### src/rtl/absd_pkg.sv
package absd_pkg;
  typedef enum logic [2:0] {
    OP_ABS    = 3'd0,
    OP_ABD_S  = 3'd1,
    OP_ABD_U  = 3'd2,
    OP_WACC_S = 3'd3,
    OP_WACC_U = 3'd4
  } absd_op_e;

  localparam int NUM_WIDTHS = 4;
  localparam int WIDE_MAX_SEW = 16;
endpackage

### src/rtl/absd_decode.sv
module absd_decode
  import absd_pkg::*;
(
  input  logic [2:0] op,
  input  logic [1:0] sew,
  output logic       legal
);
  logic is_abs, is_pair_op, narrow_w;

  always_comb begin
    is_abs     = (op == OP_ABS);
    is_pair_op = (op == OP_ABD_S) || (op == OP_ABD_U) ||
                 (op == OP_WACC_S) || (op == OP_WACC_U);
    narrow_w   = (sew == 2'd0) || (sew == 2'd1);
    legal      = is_abs || (is_pair_op && narrow_w);
  end
endmodule

### src/rtl/absd_width.sv
module absd_width
  import absd_pkg::*;
#(
  parameter int DATA_W = 64,
  parameter int SEW    = 8
) (
  input  logic [DATA_W-1:0]     src_a,
  input  logic [DATA_W-1:0]     src_b,
  input  logic [DATA_W-1:0]     acc,
  input  logic [DATA_W/SEW-1:0] mask,
  input  logic [2:0]            op,
  output logic [DATA_W-1:0]     res
);
  localparam int N_EL = DATA_W / SEW;
  localparam int W2   = 2 * SEW;

  logic              signed_mode;
  logic              widen_op;
  logic [SEW-1:0]    mag [N_EL];
  logic [DATA_W-1:0] narrow_res;
  logic [DATA_W-1:0] wide_res;

  always_comb begin
    signed_mode = (op == OP_ABD_S) || (op == OP_WACC_S);
    widen_op    = (op == OP_WACC_S) || (op == OP_WACC_U);
  end

  for (genvar e = 0; e < N_EL; e++) begin : g_lane
    logic [SEW-1:0] ea, eb, absv, lane_out;
    logic [SEW:0]   xa, xb, dif;

    always_comb begin
      ea   = src_a[e*SEW +: SEW];
      eb   = src_b[e*SEW +: SEW];
      xa   = {signed_mode & ea[SEW-1], ea};
      xb   = {signed_mode & eb[SEW-1], eb};
      dif  = xa - xb;
      mag[e] = dif[SEW] ? (~dif[SEW-1:0] + 1'b1) : dif[SEW-1:0];
      absv = ea[SEW-1] ? (~ea + 1'b1) : ea;
      lane_out = (op == OP_ABS) ? absv : mag[e];
      narrow_res[e*SEW +: SEW] = mask[e] ? lane_out : acc[e*SEW +: SEW];
    end
  end

  if (SEW <= WIDE_MAX_SEW) begin : g_wide
    localparam int N_WIDE = DATA_W / W2;
    for (genvar k = 0; k < N_WIDE; k++) begin : g_wlane
      logic [W2-1:0] acc_el;
      always_comb begin
        acc_el = acc[k*W2 +: W2];
        wide_res[k*W2 +: W2] = mask[k] ? (acc_el + {{SEW{1'b0}}, mag[k]}) : acc_el;
      end
    end
  end else begin : g_nowide
    always_comb wide_res = acc;
  end

  always_comb res = widen_op ? wide_res : narrow_res;
endmodule

### src/rtl/absd_simd.sv
module absd_simd
  import absd_pkg::*;
#(
  parameter int DATA_W = 64
) (
  input  logic                clk,
  input  logic                rst_n,
  input  logic                in_valid,
  output logic                in_ready,
  input  logic [1:0]          in_sew,
  input  logic [2:0]          in_op,
  input  logic [DATA_W/8-1:0] in_mask,
  input  logic [DATA_W-1:0]   in_src_a,
  input  logic [DATA_W-1:0]   in_src_b,
  input  logic [DATA_W-1:0]   in_acc,
  output logic                out_valid,
  input  logic                out_ready,
  output logic [DATA_W-1:0]   out_data,
  output logic                out_illegal
);
  logic [DATA_W-1:0] cand [NUM_WIDTHS];
  logic              legal;
  logic              accept;

  for (genvar g = 0; g < NUM_WIDTHS; g++) begin : g_sew
    localparam int SEW_G = 8 << g;
    absd_width #(.DATA_W(DATA_W), .SEW(SEW_G)) u_w (
      .src_a (in_src_a),
      .src_b (in_src_b),
      .acc   (in_acc),
      .mask  (in_mask[DATA_W/SEW_G-1:0]),
      .op    (in_op),
      .res   (cand[g])
    );
  end

  absd_decode u_dec (.op(in_op), .sew(in_sew), .legal(legal));

  always_comb begin
    in_ready = !out_valid || out_ready;
    accept   = in_valid && in_ready;
  end

  always_ff @(posedge clk or negedge rst_n) begin
    if (!rst_n) begin
      out_valid   <= 1'b0;
      out_data    <= '0;
      out_illegal <= 1'b0;
    end else if (in_ready) begin
      out_valid <= in_valid;
      if (in_valid) begin
        out_data    <= legal ? cand[in_sew] : in_acc;
        out_illegal <= !legal;
      end
    end
  end

  p_accept_r8: assert property (@(posedge clk) disable iff (!rst_n)
    accept |=> out_valid);
  p_abs_legal_r1: assert property (@(posedge clk) disable iff (!rst_n)
    (accept && in_op == OP_ABS) |=> !out_illegal);
  p_stall_hold_r9: assert property (@(posedge clk) disable iff (!rst_n)
    (out_valid && !out_ready) |=> (out_valid && $stable(out_data) && $stable(out_illegal)));
  p_stall_block_r9: assert property (@(posedge clk) disable iff (!rst_n)
    (out_valid && !out_ready) |-> !in_ready);
  p_reserved_r6: assert property (@(posedge clk) disable iff (!rst_n)
    (accept && in_op > 3'd4) |=> (out_illegal && out_data == $past(in_acc)));
  p_width_r5: assert property (@(posedge clk) disable iff (!rst_n)
    (accept && in_op != 3'd0 && in_op <= 3'd4 && in_sew[1]) |=>
      (out_illegal && out_data == $past(in_acc)));
  p_mask_keep_r7: assert property (@(posedge clk) disable iff (!rst_n)
    (accept && in_mask == '0) |=> (out_data == $past(in_acc)));
endmodule

### config.mk
export PLATFORM = sky130hd
export DESIGN_NAME = absd_simd
export DESIGN_NICKNAME = d
export VERILOG_FILES = /design/src/rtl/absd_pkg.sv /design/src/rtl/absd_decode.sv /design/src/rtl/absd_width.sv /design/src/rtl/absd_simd.sv
export SDC_FILE = /design/constraint.sdc
export NUM_CORES = 2
export LEC_CHECK = 0
export ABC_AREA = 0
export BUFFER_PORTS_ARGS = -buffer_cell sky130_fd_sc_hd__clkbuf_2
export CORE_MARGIN = 1
export CORE_UTILIZATION = 26
export DETAILED_ROUTE_END_ITERATION = 12
export GPL_TIMING_DRIVEN = 0
export PLACE_DENSITY_LB_ADDON = 0.05
export RECOVER_POWER = 50
export SLEW_MARGIN = 20
export SYNTH_ARGS = -nofsm -noshare
export SYNTH_HDL_FRONTEND = slang
export SYNTH_SLANG_ARGS = --single-unit
### constraint.sdc
create_clock -name clk -period 1.95 [get_ports clk]
set_input_delay 0.2925 -clock clk [delete_from_list [all_inputs] [get_ports clk]]
set_output_delay 0.2925 -clock clk [all_outputs]
set_load 0.02 [all_outputs]
; Yosys cells after proc, flatten, opt, wreduce, memory -nomap -nowiden
; Index checks and enable logic that the tools add are counted.
; W data, S select, Z words.
[word_totals]
reg_bits = 66
inputBits = 209
out_inout_bits = 67
[op_classes]
n_addsub = 51
n_lt_le_gt_ge = 1
n_eq_ne = 5
muxes = 74
bitwise_logic = 47
n_reduce_logical = 14
[op_table]
columns = op, n
row1 = $mux W64, 11
row2 = $mux W16, 20
row3 = $mux W32, 10
row4 = $mux W8, 32
row5 = $add A16 B1 Y16 const B, 8
row6 = $add A32 B1 Y32 const B, 4
row7 = $add A64 B1 Y64 const B, 2
row8 = $add A8 B1 Y8 const B, 16
row9 = $bmux W64 S2, 1
row10 = $not A16 Y16, 8
row11 = $not A32 Y32, 4
row12 = $not A64 Y64, 2
row13 = $not A8 Y8, 16
row14 = $sub A9 B9 Y9, 8
row15 = $sub A17 B17 Y17, 4
row16 = $sub A33 B33 Y33, 2
row17 = $sub A65 B65 Y65, 1
row18 = $add A16 B8 Y16, 4
row19 = $add A32 B16 Y32, 2
row20 = $and A1 B1 Y1, 16
row21 = $logic_or A1 B1 Y1, 8
row22 = $eq A3 B2 Y1 const B, 2
row23 = $eq A3 B1 Y1 const B, 1
row24 = $eq A3 B3 Y1 const B, 1
row25 = 8 further kinds, 9

; Logic depth before layout (Yosys ltp)
[logic_depth]
ltp_word = 14
depth_mapped = 25
ltp_nobuf = 24

; Cells and area by module
; Synthesis repeated with hierarchy kept, for this count alone.
[unflattened]
hier_cells = 6090
hier_area_um2 = 41581.1
[modules_own_cells]
columns = module, instances, cells_per_inst, area_each_um2, seq_area_each_um2
row1 = absd_width at g_sew[1].u_w, 1, 1528, 10093.4, 0.0
row2 = absd_width at g_sew[3].u_w, 1, 1544, 9456.6, 0.0
row3 = absd_width at g_sew[0].u_w, 1, 1323, 8949.8, 0.0
row4 = absd_width at g_sew[2].u_w, 1, 1323, 8344.3, 0.0
row5 = absd_simd, 1, 369, 4718.3, 1651.6
row6 = absd_decode, 1, 3, 18.8, 0.0

; Worst setup path after synthesis
; Ideal clock, no wire load.
[synth_timing]
path_type = input port to flip-flop
startpoint = input port in_src_a[16]
endpoint = register out_data[61]
setup_ps = 135
arrival_ps = 5336
required_time_ps = 1815
path_slack_ps = -3521
path_stages = 22
path_buffers = 1
path_cell_list = inv_1 ha_1 inv_1 fa_1 a21o_1 a21oi_1 xor2_1 or4b_1 or4_1 o41ai_1 xnor2_1 ha_1 nor2b_1 a311oi_1 inv_1 a21oi_1 and4b_1 clkbuf_1 a311oi_1 a41oi_1 o211ai_1 nand4_1
[synth_via]
elab_chain_len = 11
[synth_lines]
columns = item, line
row1 = start: declaration, absd_simd.sv:13  ; input logic [DATA_W-1:0] in_src_a,
row2 = $sub A17 B17 Y17 / $sub A65 B65 Y65 (equally long branches), absd_width.sv:37  ; dif = xa - xb;
row3 = $not A16 Y16 / $not A64 Y64 (equally long branches), absd_width.sv:38  ; mag[e] = dif[SEW] ? (~dif[SEW-1:0] + 1'b1) : dif[SEW-1:0];
row4 = $add A16 B1 Y16 / $add A64 B1 Y64 (equally long branches), absd_width.sv:38
row5 = $mux W16 / $mux W64 (equally long branches), absd_width.sv:38
row6 = $add A32 B16 Y32 / $mux W64 (equally long branches), "absd_width.sv:51, absd_width.sv:40"
row7 = $mux W32 / $mux W64 (equally long branches), "absd_width.sv:51, absd_width.sv:41"
row8 = $mux W64, absd_width.sv:58  ; always_comb res = widen_op ? wide_res : narrow_res;
row9 = $bmux W64 S2 *, absd_simd.sv:52  ; out_data <= legal ? cand[in_sew] : in_acc;
row10 = $mux W64 (not written as such) * (2 in series), absd_simd.sv:52
row11 = $mux W64 *, absd_simd.sv:52
row12 = end signal: assignment, absd_simd.sv:52
row13 = end: declaration, absd_simd.sv:18  ; output logic [DATA_W-1:0] out_data,
; Mark *: on every way between the ends. The rest lies on a longest branch, timed or not. The select of a mux whose other input is x is not followed.
; A chain may end at the register's enable or synchronous reset.

; Worst setup path after layout
[layout_timing]
startpoint = input port in_src_a[16]
endpoint = register out_data[59]
; The elaborated chain is that of the path after synthesis.

==> results.tsv <==
metric	value	unit
Final Instance Area	0.0351	sq mm
FF+latch count, synth	66	
fillers	10740	
Buffers & Inverters on Critical Path	7	
top post-synthesis cells by area	xnor2_1, a21oi_1, ha_1, o21ai_0, nand2_1	
gp weighted congestion	1.05	
grt total ovfl	0	
Worst EP required	2260	ps
commonest cells after routing, fill and taps aside	nand2_1, a21oi_1, clkbuf_2	
port bufs	263	
Synth Net Count	4349	
Fin Setup TNS	-162790	ps
most common cell after layout, fill and taps aside	nand2_1	
clk buf depth	2	
Worst-Margin Slew	1270	ps
cell family with most CP delay	compound AO/OA/AOI/OAI gates	
flop2flop setup slack	-1500	ps
CTS H-tree depth	3	
maxcap violations	0	
RSZ-0062 raised after global routing	true	
Layout area overhead	38.4	%
# clock sinks	66	
layout cell share with drive strength beyond 1	27.5	%
routed vias	35958	
maximum vdd ir drop	0.000474	V
post-synthesis sequential area ratio	6.50	%
synth unique cells	88	
post-layout min period	5120	ps
PwrDens	753	mW/mm^2
vias per cell	6.28	
first-pass GRT wire length	281	mm
die height	315	um
WHS Path Cells	2	
Placed Area	0.0292	sq mm
CP Capture Type	register	
placed cell count	5509	
post-route insts no fill	5727	
Hold Path Class	in -> reg	
Yosys top cell by area	xnor2_1	
reg2reg end	out_data[59]$_DFFE_PN0P_	
GRT Util Overall	40.9	%
Routed Antenna Nets	0	
core region area	0.0967	sq mm
Static Leak	13.8	nW
Synth async-reset ratio	100	%
Ports	276	
average wire per standard cell	36.7	um
Nets	4825	
Synth Instances	3966	
Rows	114	
Tcrit/Tclk final	263	%
# DRC	0	
fmax	195	MHz
Crit path largest cell delay	610	ps
failing checks	negative setup slack	
initial core utilization	26.3	%
Post-Syn Area per Cell	6.40	sq um
Final Setup Violations	64	
Skew-Pair Late Insertion Delay	390	ps
Min-Delay Endpoint	out_valid$_DFFE_PN0N_	
die area	0.0990	sq mm
final WL	210	mm
Worst Skew	18.3	ps
Final Core Density	36.3	%
Setup WS post-layout	-3170	ps
Pwr Total	26.5	mW
clk slew on worst S/H paths	70	ps
dpl ws	-5040	ps
Num CTS Buffers	9	
worst reg2reg path depth	7	
largest net degree at the start of global routing	67	
Die X	315	um
Hold Slack	159	ps
top_reg_cell synth	dfrtp_1	
clk root buf	clkbuf_16	
Synth top area share	10.3	%
maximum fanout count along the critical path	5	
worst setup path startpoint	in_src_a[16]	
Startpoint Class	primary input	
Hold Crit Start	in_valid	
Post-DP HPWL	167	mm
Yosys Warn Count	0	
vias in the first global route	33375	
Relative slew margins	15.6	%
Reg-to-Reg Start	out_valid$_DFFE_PN0N_	
DR iter-0 viols	4955	
TritonCTS clock tree	done	
critical path type	in -> reg	
cell area after synthesis	0.0254	sq mm
Worst path slowest cell	or4_4	
Pre-Repair DR Iteration Count	6	
Hold Vio Cnt, Final	0	
Max Slew Vio Count	0	
initial antenna violation count	12	
outcome	finished with violations	
Critical Path AT	5440	ps
EDFF count, synth	0	
sequential cells by signal, summed over array words and instances, names as in the netlist:
register,flops
out_data,64
out_illegal,1
out_valid,1
worst max-delay path by stage:
stage | end | slack (ps) | cells after the start
after CTS | out_data[46]$_DFFE_PN0P_ | -3130 | 24
after global routing | out_data[61]$_DFFE_PN0P_ | -3360 | 26
after detailed placement | out_data[48]$_DFFE_PN0P_ | -5040 | 20
after global placement | out_data[46]$_DFFE_PN0P_ | -5220 | 21
after floorplan | out_data[61]$_DFFE_PN0P_ | -2900 | 24
final | out_data[59]$_DFFE_PN0P_ | -3170 | 25
timing repair:
| action | CTS | global route |
|---|---|---|
| gates cloned | 1 | 0 |
| setup buffers | 158 | 73 |
| resized for setup | 672 | 145 |
| pin swaps | 200 | 163 |
| hold buffers | 1 | 0 |
| endpoints found under the setup margin | 65 | 64 |
| hold endpoints to repair | 19 | 0 |
metal layers:
metal  vias to the layer above  GRT usage, %  part of all wire (%)
met5                         -             0                 0.028
met4                         8          17.2                   5.2
met3                       425          10.5                    11
met2                      2309          58.0                    40
met1                     17835          57.7                    44
li1                      15381             -                     -
Yosys cell counts, types with 24 or more instances:
cell	number
dfrtp_1	66
nor2_1	348
nor3_1	91
buf_1	24
o22ai_1	35
a31oi_1	68
a221oi_1	27
inv_1	153
a21oi_1	402
xnor2_1	298
or3_1	69
o21a_1	41
nand2_1	476
nand2b_1	26
o221ai_1	26
mux2i_1	25
nor4_1	33
xor2_1	178
ha_1	160
nand4_1	57
o211ai_1	54
o31ai_1	38
and2_1	27
clkbuf_1	250
and3_1	38
a21o_1	59
nor2b_1	30
nand3_1	91
o21ai_0	383
a211oi_1	62
o21bai_1	33
report_power, final:
| part | leakage, nW | total (mW) | switching (mW) | internal (mW) |
|---|---|---|---|---|
| registers | 0.757 | 1.89 | 0.267 | 1.62 |
| clock network | 0.163 | 2.06 | 0.868 | 1.19 |
| logic | 12.9 | 22.5 | 14.2 | 8.30 |
area by class of cell:
type | count | area (sq um) | area share, %
clock inverter | 4 | 73.8 | 0.210
antenna | 4 | 10.0 | 0.0285
sequential | 66 | 1650 | 4.70
inverter | 153 | 627 | 1.78
multi-input combinational | 3457 | 26100 | 74.2
buffer | 268 | 1520 | 4.32
clock buffer | 12 | 256 | 0.730
timing repair buffer | 487 | 3350 | 9.54
tap | 1276 | 1600 | 4.54
cells by family after synthesis:
logic type	after synthesis	share of synthesized area (%)
mux	32	1.47
xor+xnor	476	16.4
fa+ha+maj	174	8.98
compound gates	1410	34.7
flops	66	6.50
buf+inv	443	6.70
simple gates	1365	25.2
(Power assumes the default switching activity.)
